==> src/rtl/pwrseq_pkg.sv <==
package pwrseq_pkg;
  typedef enum logic [1:0] {
    PWR_DOWN   = 2'd0,
    WAIT_FRAME = 2'd1,
    HOLD_DT    = 2'd2,
    ACTIVE     = 2'd3
  } pwr_state_e;
endpackage

==> src/rtl/pwrseq_sync.sv <==
module pwrseq_sync #(
  parameter int   STAGES    = 2,
  parameter logic RESET_VAL = 1'b0
) (
  input  logic clk,
  input  logic arst_n,
  input  logic d,
  output logic q
);
  logic [STAGES-1:0] chain;

  generate
    if (STAGES == 1) begin : g_single
      always_ff @(posedge clk or negedge arst_n) begin
        if (!arst_n) chain <= RESET_VAL;
        else         chain <= d;
      end
    end else begin : g_multi
      always_ff @(posedge clk or negedge arst_n) begin
        if (!arst_n) chain <= {STAGES{RESET_VAL}};
        else         chain <= {chain[STAGES-2:0], d};
      end
    end
  endgenerate

  assign q = chain[STAGES-1];
endmodule

==> src/rtl/pwrseq_pin_filter.sv <==
module pwrseq_pin_filter #(
  parameter int SYNC_STAGES = 2,
  parameter int LOW_CYCLES  = 10
) (
  input  logic clk,
  input  logic arst_n,
  input  logic pin_n,
  output logic pin_pd
);
  localparam int CW = $clog2(LOW_CYCLES + 1);
  localparam logic [CW-1:0] CNT_MAX = CW'(LOW_CYCLES);

  logic          pin_s;
  logic [CW-1:0] low_cnt;

  pwrseq_sync #(.STAGES(SYNC_STAGES), .RESET_VAL(1'b0)) u_sync (
    .clk(clk), .arst_n(arst_n), .d(pin_n), .q(pin_s)
  );

  // saturating count of consecutive low samples
  always_ff @(posedge clk or negedge arst_n) begin
    if (!arst_n)                low_cnt <= CNT_MAX;
    else if (pin_s)             low_cnt <= '0;
    else if (low_cnt != CNT_MAX) low_cnt <= low_cnt + 1'b1;
  end

  assign pin_pd = (low_cnt == CNT_MAX);

  // a high sample always withdraws the request on the next edge
  a_r1_high_clears: assert property (@(posedge clk) disable iff (!arst_n)
    pin_s |=> !pin_pd);
  // the request only appears after the full run of low samples
  a_r1_full_run: assert property (@(posedge clk) disable iff (!arst_n)
    $rose(pin_pd) |-> ($past(low_cnt) == CW'(LOW_CYCLES - 1)) && !$past(pin_s));
endmodule

==> src/rtl/pwrseq_frame_detect.sv <==
module pwrseq_frame_detect #(
  parameter int SYNC_STAGES = 2,
  parameter int N_STROBES   = 2
) (
  input  logic                 clk,
  input  logic                 arst_n,
  input  logic [N_STROBES-1:0] strobe,
  output logic [N_STROBES-1:0] rise
);
  generate
    for (genvar i = 0; i < N_STROBES; i++) begin : g_strobe
      logic s_q, s_prev;
      pwrseq_sync #(.STAGES(SYNC_STAGES), .RESET_VAL(1'b0)) u_sync (
        .clk(clk), .arst_n(arst_n), .d(strobe[i]), .q(s_q)
      );
      always_ff @(posedge clk or negedge arst_n) begin
        if (!arst_n) s_prev <= 1'b0;
        else         s_prev <= s_q;
      end
      assign rise[i] = s_q & ~s_prev;

      // edges are single-cycle events
      a_r5_edge_single: assert property (@(posedge clk) disable iff (!arst_n)
        rise[i] |=> !rise[i]);
    end
  endgenerate
endmodule

==> src/rtl/pwrseq_fsm.sv <==
module pwrseq_fsm
  import pwrseq_pkg::*;
#(
  parameter int HOLD_FRAMES = 2
) (
  input  logic       clk,
  input  logic       arst_n,
  input  logic       pd_req,
  input  logic       frame_any,
  input  logic       tx_edge,
  output pwr_state_e state,
  output logic       core_rst
);
  localparam int HW = $clog2(HOLD_FRAMES + 1);
  localparam logic [HW-1:0] HOLD_LAST = HW'(HOLD_FRAMES - 1);

  pwr_state_e    nxt;
  logic [HW-1:0] hold_cnt;

  always_comb begin
    nxt = state;
    if (pd_req) nxt = PWR_DOWN;
    else begin
      unique case (state)
        PWR_DOWN:   nxt = WAIT_FRAME;
        WAIT_FRAME: if (frame_any) nxt = HOLD_DT;
        HOLD_DT:    if (tx_edge && hold_cnt == HOLD_LAST) nxt = ACTIVE;
        ACTIVE:     nxt = ACTIVE;
        default:    nxt = PWR_DOWN;
      endcase
    end
  end

  always_ff @(posedge clk or negedge arst_n) begin
    if (!arst_n) begin
      state    <= PWR_DOWN;
      core_rst <= 1'b0;
      hold_cnt <= '0;
    end else begin
      state    <= nxt;
      core_rst <= (state == PWR_DOWN) && (nxt == WAIT_FRAME);
      if (state != HOLD_DT)  hold_cnt <= '0;
      else if (tx_edge)      hold_cnt <= hold_cnt + 1'b1;
    end
  end

  // any request lands in power-down on the next edge
  a_r9_pd_any_state: assert property (@(posedge clk) disable iff (!arst_n)
    pd_req |=> state == PWR_DOWN);
  // reset pulse lasts one cycle
  a_r6_one_cycle: assert property (@(posedge clk) disable iff (!arst_n)
    core_rst |=> !core_rst);
  // power-down never skips the frame wait
  a_r5_no_skip: assert property (@(posedge clk) disable iff (!arst_n)
    state == PWR_DOWN |=> state == PWR_DOWN || state == WAIT_FRAME);
  // hold phase is left only by a transmit edge or a request
  a_r7_hold_stays: assert property (@(posedge clk) disable iff (!arst_n)
    (state == HOLD_DT && !tx_edge && !pd_req) |=> state == HOLD_DT);
endmodule

==> src/rtl/pwrseq_ctrl.sv <==
module pwrseq_ctrl
  import pwrseq_pkg::*;
#(
  parameter int SYNC_STAGES = 2,
  parameter int LOW_CYCLES  = 10,
  parameter int HOLD_FRAMES = 2
) (
  input  logic clk,
  input  logic arst_n,
  input  logic pd_pin_n,
  input  logic fs_tx,
  input  logic fs_rx,
  input  logic reg_pd_analog,
  input  logic reg_pd_digital,
  output logic analog_en,
  output logic digital_en,
  output logic core_rst,
  output logic oe_scp,
  output logic oe_dt
);
  localparam int N_STROBES = 2;
  localparam int TX = 0;
  localparam int RX = 1;

  logic                 pin_pd;
  logic [N_STROBES-1:0] rise;
  logic                 frame_ok;
  logic                 chip_up;
  pwr_state_e           state;

  pwrseq_pin_filter #(.SYNC_STAGES(SYNC_STAGES), .LOW_CYCLES(LOW_CYCLES)) u_pin (
    .clk(clk), .arst_n(arst_n), .pin_n(pd_pin_n), .pin_pd(pin_pd)
  );

  pwrseq_frame_detect #(.SYNC_STAGES(SYNC_STAGES), .N_STROBES(N_STROBES)) u_frame (
    .clk(clk), .arst_n(arst_n), .strobe({fs_rx, fs_tx}), .rise(rise)
  );

  pwrseq_fsm #(.HOLD_FRAMES(HOLD_FRAMES)) u_fsm (
    .clk(clk), .arst_n(arst_n),
    .pd_req(pin_pd | reg_pd_digital),
    .frame_any(|rise), .tx_edge(rise[TX]),
    .state(state), .core_rst(core_rst)
  );

  // analog side: only the pin and frames matter, not the digital register bit
  always_ff @(posedge clk or negedge arst_n) begin
    if (!arst_n)                 frame_ok <= 1'b0;
    else if (pin_pd)             frame_ok <= 1'b0;
    else if (rise[TX] | rise[RX]) frame_ok <= 1'b1;
  end

  assign chip_up    = (state == HOLD_DT) || (state == ACTIVE);
  assign digital_en = chip_up;
  assign oe_scp     = chip_up;
  assign oe_dt      = (state == ACTIVE);
  assign analog_en  = frame_ok & ~pin_pd & ~reg_pd_analog;

  // data pin only turns on straight out of the hold phase
  a_r7_dt_after_hold: assert property (@(posedge clk) disable iff (!arst_n)
    $rose(oe_dt) |-> $past(state) == HOLD_DT);
  // pin power-down silences the analog side at once
  a_r4_analog_off: assert property (@(posedge clk) disable iff (!arst_n)
    pin_pd |-> !analog_en);
endmodule

==> config.mk <==
export PLATFORM = sky130hd
export DESIGN_NAME = pwrseq_ctrl
export DESIGN_NICKNAME = d
export VERILOG_FILES = /design/src/rtl/pwrseq_pkg.sv /design/src/rtl/pwrseq_sync.sv /design/src/rtl/pwrseq_pin_filter.sv /design/src/rtl/pwrseq_frame_detect.sv /design/src/rtl/pwrseq_fsm.sv /design/src/rtl/pwrseq_ctrl.sv
export SDC_FILE = /design/constraint.sdc
export NUM_CORES = 1
export LEC_CHECK = 0
export ABC_AREA = 1
export BUFFER_PORTS_ARGS = -buffer_cell sky130_fd_sc_hd__clkbuf_2
export CAP_MARGIN = 20
export CORE_UTILIZATION = 47
export CTS_CLUSTER_DIAMETER = 60
export DETAILED_ROUTE_END_ITERATION = 8
export MAX_ROUTING_LAYER = met4
export PLACE_DENSITY = 0.7
export SYNTH_ARGS = -nofsm -noshare
export SYNTH_HDL_FRONTEND = slang
export SYNTH_SLANG_ARGS = --single-unit
==> constraint.sdc <==
create_clock -name clk -period 1.2 [get_ports clk]
set_clock_uncertainty 0.05 [all_clocks]
set_input_delay 0.06 -clock clk [delete_from_list [all_inputs] [get_ports clk]]
set_output_delay 0.06 -clock clk [all_outputs]
set_load 0.01 [all_outputs]
==> metrics.txt, run 1 <==
Seq/Total Area, Yosys 0.6167; maxcap violations 0; failing checks setup timing; latest clock arrival within the worst-skew pair around 0.29 ns; most frequent cell after synthesis dfrtp_1; Post-synth EDFFs 0; P&R area growth vs syn 28.79%; Longest Clk Path Bufs 2; hold slack 0.1766 ns; ys async rst share 1.000; # diodes 0; Period Utilization, post-route 1.162; antenna-violating nets left 0; Max rail drop VDD around 0.84 mV; Post-Layout Inst Area about 950 um2; Iteration-0 DRC Markers 2; startpoint types flip-flop; Synthesized Nets a little under 80; die area roughly 1700 um2; fin crit period between 1 and 1.5 ns; largest net degree at the start of global routing 19; TritonRoute pass-1 iters 4; Worst EP required about 1.1 ns; Worst Max-Slew Pin Slew approximately 0.43 ns; die width approximately 42 um; initial antenna violation count 0; vias post-DR a little over 500; Post-synth top cells dfrtp_1 (16), nand2_1 (10), inv_1 (9); first-pass GRT wire length between 2000 and 2500 um; GRT Residual Overflow 0; Die Height ~42 um; Peak Freq 0.7173 GHz; # port buffers 11; CTS tree yes; Final nets between 100 and 150; wire per inst ~11 um; cells after synthesis 69; Pleak 0.4640 nW; hpwl dp a little under 800 um; GPL Wtd Cong between 0.7 and 0.8; status finished, violations left; Final Hold Violating Endpoints 0; Fillers about 110; Top FF cell, synth dfrtp_1; vias in the first global route about 530; Max FO, Critical Path 2; Rel. slew slack 0.7165; DRC viols 0; RSZ-0062 raised after global routing yes; Core Area 1383 um2; WP data arrival 1.28 ns; register bit total from synthesis 18; Num Clock Sinks 18; Worst setup EP type output pin; final wirelength 1132 um; clk root buf clkbuf_4; mapped cell area ~730 um2; Pwr Density between 1000 and 1500 nW/um2; fin. max-slew vios 0; Synthesis Warnings 0; distinct cell type count after synthesis 21; Hold WC Path Type in -> async; drt via density 4.905; number of core rows 13; fraction of layout cells with a size suffix above 1 0.3667; io pins 12; htree depth 1; CTS buffer count 3; critical path class reg -> out; Avg Synthesized Cell Area 10.64 um2; Clock Pin Slew Worst Setup and Hold Paths ~0.10 ns; final setup fails 6; Initial Util 0.5312; Total Routing Usage GR 0.1613; Area after DPL about 830 um2; final worst slack -0.1942 ns; post-synth top area share 0.5451; top post-synthesis cells by area dfrtp_1 (55%), dfstp_2 (7.2%), ha_1 (5.1%); cell taking the most area after synthesis dfrtp_1
cell usage in the layout, fill, tap and decap left out:
cell type | Yosys | routed
nand2_2 | 1 | 2
xor2_1 | 1 | 1
or2_2 | 1 | 1
xnor2_1 | 1 | 1
inv_1 | 9 | 9
dfrtp_1 | 16 | 16
o21ai_2 | 2 | 2
nor2_1 | 7 | 6
a21oi_1 | 1 | 1
nand3_2 | 1 | 1
nand3_1 | 4 | 4
buf_4 | 1 | 3
dfstp_2 | 2 | 2
clkbuf_8 | 0 | 1
nor3_2 | 0 | 1
nor3_1 | 2 | 1
clkbuf_2 | 0 | 11
clkbuf_4 | 0 | 3
ha_1 | 3 | 1
nand2_1 | 10 | 9
inv_2 | 1 | 1
dlygate4sd3_1 | 0 | 5
nor2_4 | 2 | 3
o21ai_1 | 2 | 2
a31oi_1 | 1 | 1
ha_4 | 0 | 2
where the power goes:
| group | total [mW] | switching (mW) | internal, mW |
|---|---|---|---|
| clock | 0.358 | 0.173 | 0.185 |
| sequential | 0.667 | 0.0260 | 0.641 |
| combinational | 0.133 | 0.0692 | 0.0636 |
| total | 1.16 | 0.268 | 0.890 |
logic make-up (layout without fill, tap and decap cells):
family          after synthesis  count (layout)  share of synthesized area
simple gates                 28              28                     0.1891
flops                        18              18                     0.6167
buf+inv                      12              33                    0.06643
compound gates                6               6                    0.05281
fa+ha+maj                     3               3                    0.05111
xor+xnor                      2               2                    0.02385
layer usage:
| layer | global-route usage | wire length [um] |
|---|---|---|
| met5 | - | 0 |
| met4 | 0.03871 | 5 |
| met3 | 0.06522 | 57 |
| met2 | 0.2875 | 541 |
| met1 | 0.1633 | 528 |
cell type report:
cell class,count,area [um2],area share
Sequential cell,18,452.9,0.4788
Multi-Input combinational cell,39,272.8,0.2884
Timing Repair Buffer,19,127.6,0.1349
Inverter,10,37.54,0.03968
Clock buffer,4,36.28,0.03836
Tap cell,15,18.77,0.01984
through the flow:
stage               setup slack (ns)  total power, mW    util  std cells  TNS (ns)
finish                       -0.1942            1.158  0.6842        105   -0.6256
global route                 -0.2778            1.223  0.6842        105    -1.241
CTS                          -0.2201            1.167  0.6715        105   -0.7613
detailed placement          -0.04463           0.7937  0.5982         95   -0.1185
global placement            -0.01389           0.7894  0.5982         95  -0.02501
floorplan                   0.009078           0.7432       -         69         0
state kept, by name, summed over array words and instances (netlist names):
| name | count |
|---|---|
| frame_ok | 1 |
| u_fsm.core_rst | 1 |
| u_frame.g_strobe.u_sync.chain | 4 |
| u_frame.g_strobe.s_prev | 2 |
| u_pin.low_cnt | 4 |
| u_pin.u_sync.chain | 2 |
| u_fsm.hold_cnt | 2 |
| u_fsm.state | 2 |
final timing paths:
kind / endpoint / start / cells after the start / slack, ns
max reg2reg: u_pin.low_cnt[0]$_DFFE_PN0P_ / u_pin.low_cnt[1]$_DFFE_PN1P_ / 7 / -0.13
max: analog_en / u_pin.low_cnt[1]$_DFFE_PN1P_ / 5 / -0.19
max in group asynchronous: u_pin.low_cnt[1]$_DFFE_PN1P_ / arst_n / 2 / 0.58
min: u_pin.low_cnt[0]$_DFFE_PN0P_ / arst_n / 2 / 0.18
min in group clk: u_frame.g_strobe[0].u_sync.chain[1]$_DFF_PN0_ / u_frame.g_strobe[0].u_sync.chain[0]$_DFF_PN0_ / 0 / 0.30
min reg2reg: u_frame.g_strobe[0].u_sync.chain[1]$_DFF_PN0_ / u_frame.g_strobe[0].u_sync.chain[0]$_DFF_PN0_ / 0 / 0.30
timing repair:
action,in CTS,in global routing
buffers inserted,1,1
hold endpoints to repair,24,0
hold buffers,5,0
gates resized for setup,2,3
endpoints found under the setup margin,5,8
pin swaps,1,2
critical path: stages (launching register included):
cell and delay [ns]:
dfstp_2 0.56, ha_4 0.12, nand2_2 0.06, nor2_4 0.10
nor3_2 0.05, clkbuf_2 0.12
(Power assumes the default switching activity.)
==> inputs of run 2 (changes only) <==
Settings changed: BUFFER_PORTS_ARGS -buffer_cell sky130_fd_sc_hd__clkbuf_2 to -buffer_cell sky130_fd_sc_hd__buf_2, CELL_PAD_IN_SITES_DETAIL_PLACEMENT set to 0, CELL_PAD_IN_SITES_GLOBAL_PLACEMENT set to 2, CORE_UTILIZATION 47 to 30, PLACE_DENSITY 0.7 to 0.69.
==> run 2 against run 1 <==
Net effect:
- sequential power about the same
- hold slack worse by 0.023 ns
- sequential cell count unchanged
- clock power up 3%
- critical endpoint unchanged
- largest power group unchanged
- the run still ends with setup timing left
- power up 1.3%
- cell count up 14%
- via count down 0.97%
- combinational power about the same
- sequential share of layout area down 1.9 points
- core utilization down 25 points
==> metrics.txt, run 2 (same netlist as run 1, synthesis figures left out) <==
Non-Filler Instances 120; Worst EP required 1.09 ns; number of core rows 17; Peak Freq between 0.7 and 0.8 GHz; Iteration-0 DRC Markers 4; CTS tree yes; vias in the first global route 453; antenna-violating nets left 0; Die Height 51.48 um; Core Util, Final 0.4367; TritonRoute pass-1 iters 4; Gate power share 0.115; Worst setup EP type output pin; status finished, violations left; die area approximately 2700 um2; multi-input logic area between 200 and 300 um2; Regs by FF count u_frame.g_strobe.u_sync.chain (4), u_pin.low_cnt (4); commonest non-fill, non-tap cells in the layout dfrtp_1 (16), buf_2 (11), nand2_1 (8), inv_1 (8), nor2_1 (6); Final Hold Violating Endpoints 0; wire per inst 10.33 um; Clk pwr share 0.315; final wirelength about 1200 um; fin crit period 1.414 ns; critical path class reg -> out; Net Sw Frac 0.2400; drt via density 4.250; RSZ-0062 raised after global routing yes; io pins 12; first-pass GRT wire length slightly above 2000 um; htree depth 1; fraction of layout cells with a size suffix above 1 0.4130; WP data arrival around 1.3 ns; largest net degree at the start of global routing 19; hpwl dp 843.1 um; Clock Pin Slew Worst Setup and Hold Paths 0.11 ns; Fillers 250; Worst Max-Slew Pin Slew 0.3981 ns; Internal around 890 uW; die width a little over 50 um; Tot Pwr approximately 1.2 mW; r2r worst-path depth 8; Area after DPL approximately 840 um2; Period Utilization, post-route 1.178; Hold WC Path Type in -> async; total negative slack -1.137 ns; # port buffers 11; sw power roughly 280 uW; clk root buf clkbuf_4; commonest non-fill, non-tap cell in the layout dfrtp_1; failing checks setup timing; pre-CTS WS -0.04099 ns; Post-Layout Inst Area 984.7 um2; # diodes 0; DRC viols 0; Placed Cells around 110; GPL Wtd Cong between 0.6 and 0.7; Num Clock Sinks 18; Pleak 0.4941 nW; initial antenna violation count 0; startpoint types flip-flop; fin. max-slew vios 0; Pwr Density approximately 1200 nW/um2; Rel. slew slack 0.7346; Max rail drop VDD ~0.76 mV; Max FO, Critical Path 2; Initial Util 0.3257; vias post-DR between 500 and 600; CTS buffer count 3; maxcap violations 0; P&R area growth vs syn 34.07%; register area about 450 um2; latest clock arrival within the worst-skew pair 0.29 ns; Longest Clk Path Bufs 2; Flop pwr share 0.570; Total Routing Usage GR 0.1132; Core Area 2255 um2; final worst slack -0.2140 ns; hold slack between 0.15 and 0.2 ns; final setup fails 8; GRT Residual Overflow 0; Final nets just over 100
-- run 2: worst max-delay path, stage by stage, from the launching register on --
cell and delay, ns:
dfstp_2 0.56, ha_4 0.13, nand2_4 0.05, nor2_4 0.09, nor3_2 0.05, buf_2 0.13
-- run 2: power by group through the flow --
stage	combinational [mW]	clock, mW	sequential (mW)
6_report	0.135	0.369	0.668
5_1_grt	0.152	0.406	0.672
4_1_cts	0.132	0.391	0.668
3_5_place_dp	0.115	0	0.680
3_3_place_gp	0.116	0	0.678
2_1_floorplan	0.0652	0	0.678
-- run 2: final cells by class --
type                    instances  area share
multi-input cells              39      0.2808
flip-flops and latches         18      0.4600
well taps                      28     0.03558
repair buffers                 21      0.1487
inverters                      10     0.03812
clock buffers                   4     0.03685
-- run 2: worst paths after layout --
check                                                               from                                             to  slack (ns)
max                                         u_pin.low_cnt[1]$_DFFE_PN1P_                                      analog_en       -0.21
min                                                               arst_n                   u_pin.low_cnt[0]$_DFFE_PN0P_        0.15
max reg2reg                                 u_pin.low_cnt[1]$_DFFE_PN1P_                   u_pin.low_cnt[0]$_DFFE_PN0P_       -0.17
min reg2reg                u_frame.g_strobe[0].u_sync.chain[0]$_DFF_PN0_  u_frame.g_strobe[0].u_sync.chain[1]$_DFF_PN0_        0.30
max in group asynchronous                                         arst_n                   u_pin.low_cnt[1]$_DFFE_PN1P_        0.61
min in group clk           u_frame.g_strobe[0].u_sync.chain[0]$_DFF_PN0_  u_frame.g_strobe[0].u_sync.chain[1]$_DFF_PN0_        0.30
-- run 2: what timing repair did --
item                                    CTS  global route
resized for setup                         5             5
hold buffers                              5             0
pin swaps                                 1             2
hold endpoints to repair                 24             0
setup buffers                             2             2
endpoints found under the setup margin    5             8
-- run 2: layer usage --
layer / up-vias / share of wire / track usage
li1: 261 / - / -
met1: 234 / 0.50 / 0.1327
met3: 2 / 0.044 / 0.05357
met2: 13 / 0.45 / 0.1623
met5: - / 0 / -
met4: 0 / 0.0065 / 0.05405
==> inputs of run 3 (changes only) <==
Settings changed: REMOVE_ABC_BUFFERS set to 1, TNS_END_PERCENT set to 20.
==> run 3 against run 2 <==
Net effect:
- the flow still finishes with violations (setup timing)
- wire length fell by 2.1%
- combinational power fell by 4%
- hold slack improved by 0.0089 ns
==> metrics.txt, run 3 (same netlist as run 1, synthesis figures left out) <==
number of cells on the critical path 5; first-pass GRT wire length between 2000 and 2500 um; DRC viols 0; Period Utilization, post-route 1.189; GPL Wtd Cong between 0.7 and 0.8; Final Hold Violating Endpoints 0; P&R area growth vs syn 29.30%; Area after DPL 828.3 um2; Iteration-0 DRC Markers 1; fraction of layout cells with a size suffix above 1 0.3556; pre-CTS WS -0.05724 ns; status finished, violations left; Die Height slightly above 50 um; Initial Util 0.3257; final wirelength about 1200 um; Total Routing Usage GR 0.1115; largest net degree at the start of global routing 19; Max rail drop VDD 0.7022 mV; Longest Clk Path Bufs 2; die width ~51 um; Worst setup EP type output pin; GRT Residual Overflow 0; Clock Pin Slew Worst Setup and Hold Paths 0.11 ns; Peak Freq 0.7007 GHz; Worst EP required 1.09 ns; latest clock arrival within the worst-skew pair about 0.29 ns; clk root buf clkbuf_4; Tot Pwr 1.175 mW; TritonRoute pass-1 iters 2; Pwr Density around 1200 nW/um2; crit path buf inv count 1; # diodes 0; Pleak roughly 0.48 nW; Post-Layout Inst Area roughly 950 um2; htree depth 1; Worst Max-Slew Pin Slew slightly below 0.4 ns; final worst slack -0.2272 ns; Crit path max-delay family flip-flops; hpwl dp 825.9 um; hold slack 0.1630 ns; failing checks setup timing; wire per inst between 10 and 15 um; Core Util, Final 0.4212; Gate power share 0.110; fin. max-slew vios 0; number of core rows 17; Clk pwr share 0.322; die area approximately 2700 um2; fin crit period ~1.4 ns; Max FO, Critical Path 2; CP cell instances ha_4, nand2_4, nor2_4, nor3_2, buf_2; commonest non-fill, non-tap cells in the layout dfrtp_1 (16), buf_2 (11), nand2_1 (9), inv_1 (9), nor2_1 (6); CTS tree yes; r2r worst-path depth 7; Flop pwr share 0.568; sw power 286.4 uW; WP data arrival between 1 and 1.5 ns; vias post-DR ~500; reg2reg end u_pin.low_cnt[0]$_DFFE_PN0P_; Internal 888.6 uW; Placed Cells between 100 and 150; initial antenna violation count 0; vias in the first global route around 470; Fillers between 200 and 250; commonest non-fill, non-tap cell in the layout dfrtp_1; Net Sw Frac 0.2438; startpoint types flip-flop; maxcap violations 0; io pins 12; Non-Filler Instances 118; Worst path max stage delay 0.57 ns; total negative slack -0.7207 ns; Core Area roughly 2300 um2; final setup fails 8; Num Clock Sinks 18; crit path max-delay cell type dfstp_2; Hold WC Path Type in -> async; Regs by FF count u_frame.g_strobe.u_sync.chain (4), u_pin.low_cnt (4); Final nets 101; RSZ-0062 raised after global routing yes; # port buffers 11; R2R Setup Slk -0.14 ns; antenna-violating nets left 0; critical path class reg -> out; CTS buffer count 3; Rel. slew slack 0.7358; RR Startpoint u_pin.low_cnt[1]$_DFFE_PN1P_; drt via density 4.263
## run 3: changes by cell type in the layout (fill, tap and decap cells not counted)
cell     change
a21oi_2      -1
buf_4        -1
nand2_1      +1
nor3_1       +1
inv_2        -1
nor2_2       +1
nor2_4       -1
inv_1        +1
nor3_2       -1
a21oi_1      +1
nand2_2      -1
buf_6        -1
## run 3: worst max path at each step
stage,startpoint,endpoint,slack [ns]
6_report,u_pin.low_cnt[1]$_DFFE_PN1P_,analog_en,-0.23
5_1_grt,u_pin.low_cnt[1]$_DFFE_PN1P_,analog_en,-0.28
4_1_cts,u_pin.low_cnt[1]$_DFFE_PN1P_,analog_en,-0.25
3_5_place_dp,u_pin.low_cnt[1]$_DFFE_PN1P_,u_fsm.state[0]$_DFF_PN0_,-0.06
3_3_place_gp,u_pin.low_cnt[1]$_DFFE_PN1P_,u_fsm.state[0]$_DFF_PN0_,-0.05
2_1_floorplan,u_pin.low_cnt[1]$_DFFE_PN1P_,u_fsm.state[0]$_DFF_PN0_,-0.007
## run 3: repair_timing
| item | in CTS | in global routing |
|---|---|---|
| hold buffers | 5 | 0 |
| endpoints found under the setup margin | 6 | 8 |
| buffers inserted | 1 | 0 |
| gates resized for setup | 4 | 2 |
| hold endpoints to repair | 24 | 0 |
| pin swaps | 1 | 1 |
## run 3: cell type report
cell class	count	area (um2)	share of cell area
Sequential cell	18	452.9	0.4769
Multi-Input combinational cell	39	260.3	0.2740
Timing Repair Buffer	19	127.6	0.1344
Inverter	10	37.54	0.03953
Clock buffer	4	36.28	0.03821
Tap cell	28	35.03	0.03689
## run 3: power groups by stage
stage	Sequential (mW)	Clock, mW	Combinational, mW
after floorplan	0.680	0	0.0520
after global placement	0.677	0	0.111
after detailed placement	0.677	0	0.109
after CTS	0.668	0.383	0.128
after global routing	0.672	0.402	0.144
final	0.667	0.379	0.129
## run 3: layer usage
layer | vias to the layer above | track usage | share of wire
met5 | - | - | 0
met4 | 0 | 0.08108 | 0.013
met3 | 2 | 0.01786 | 0.038
met2 | 10 | 0.1667 | 0.44
met1 | 234 | 0.1356 | 0.51
li1 | 257 | - | -
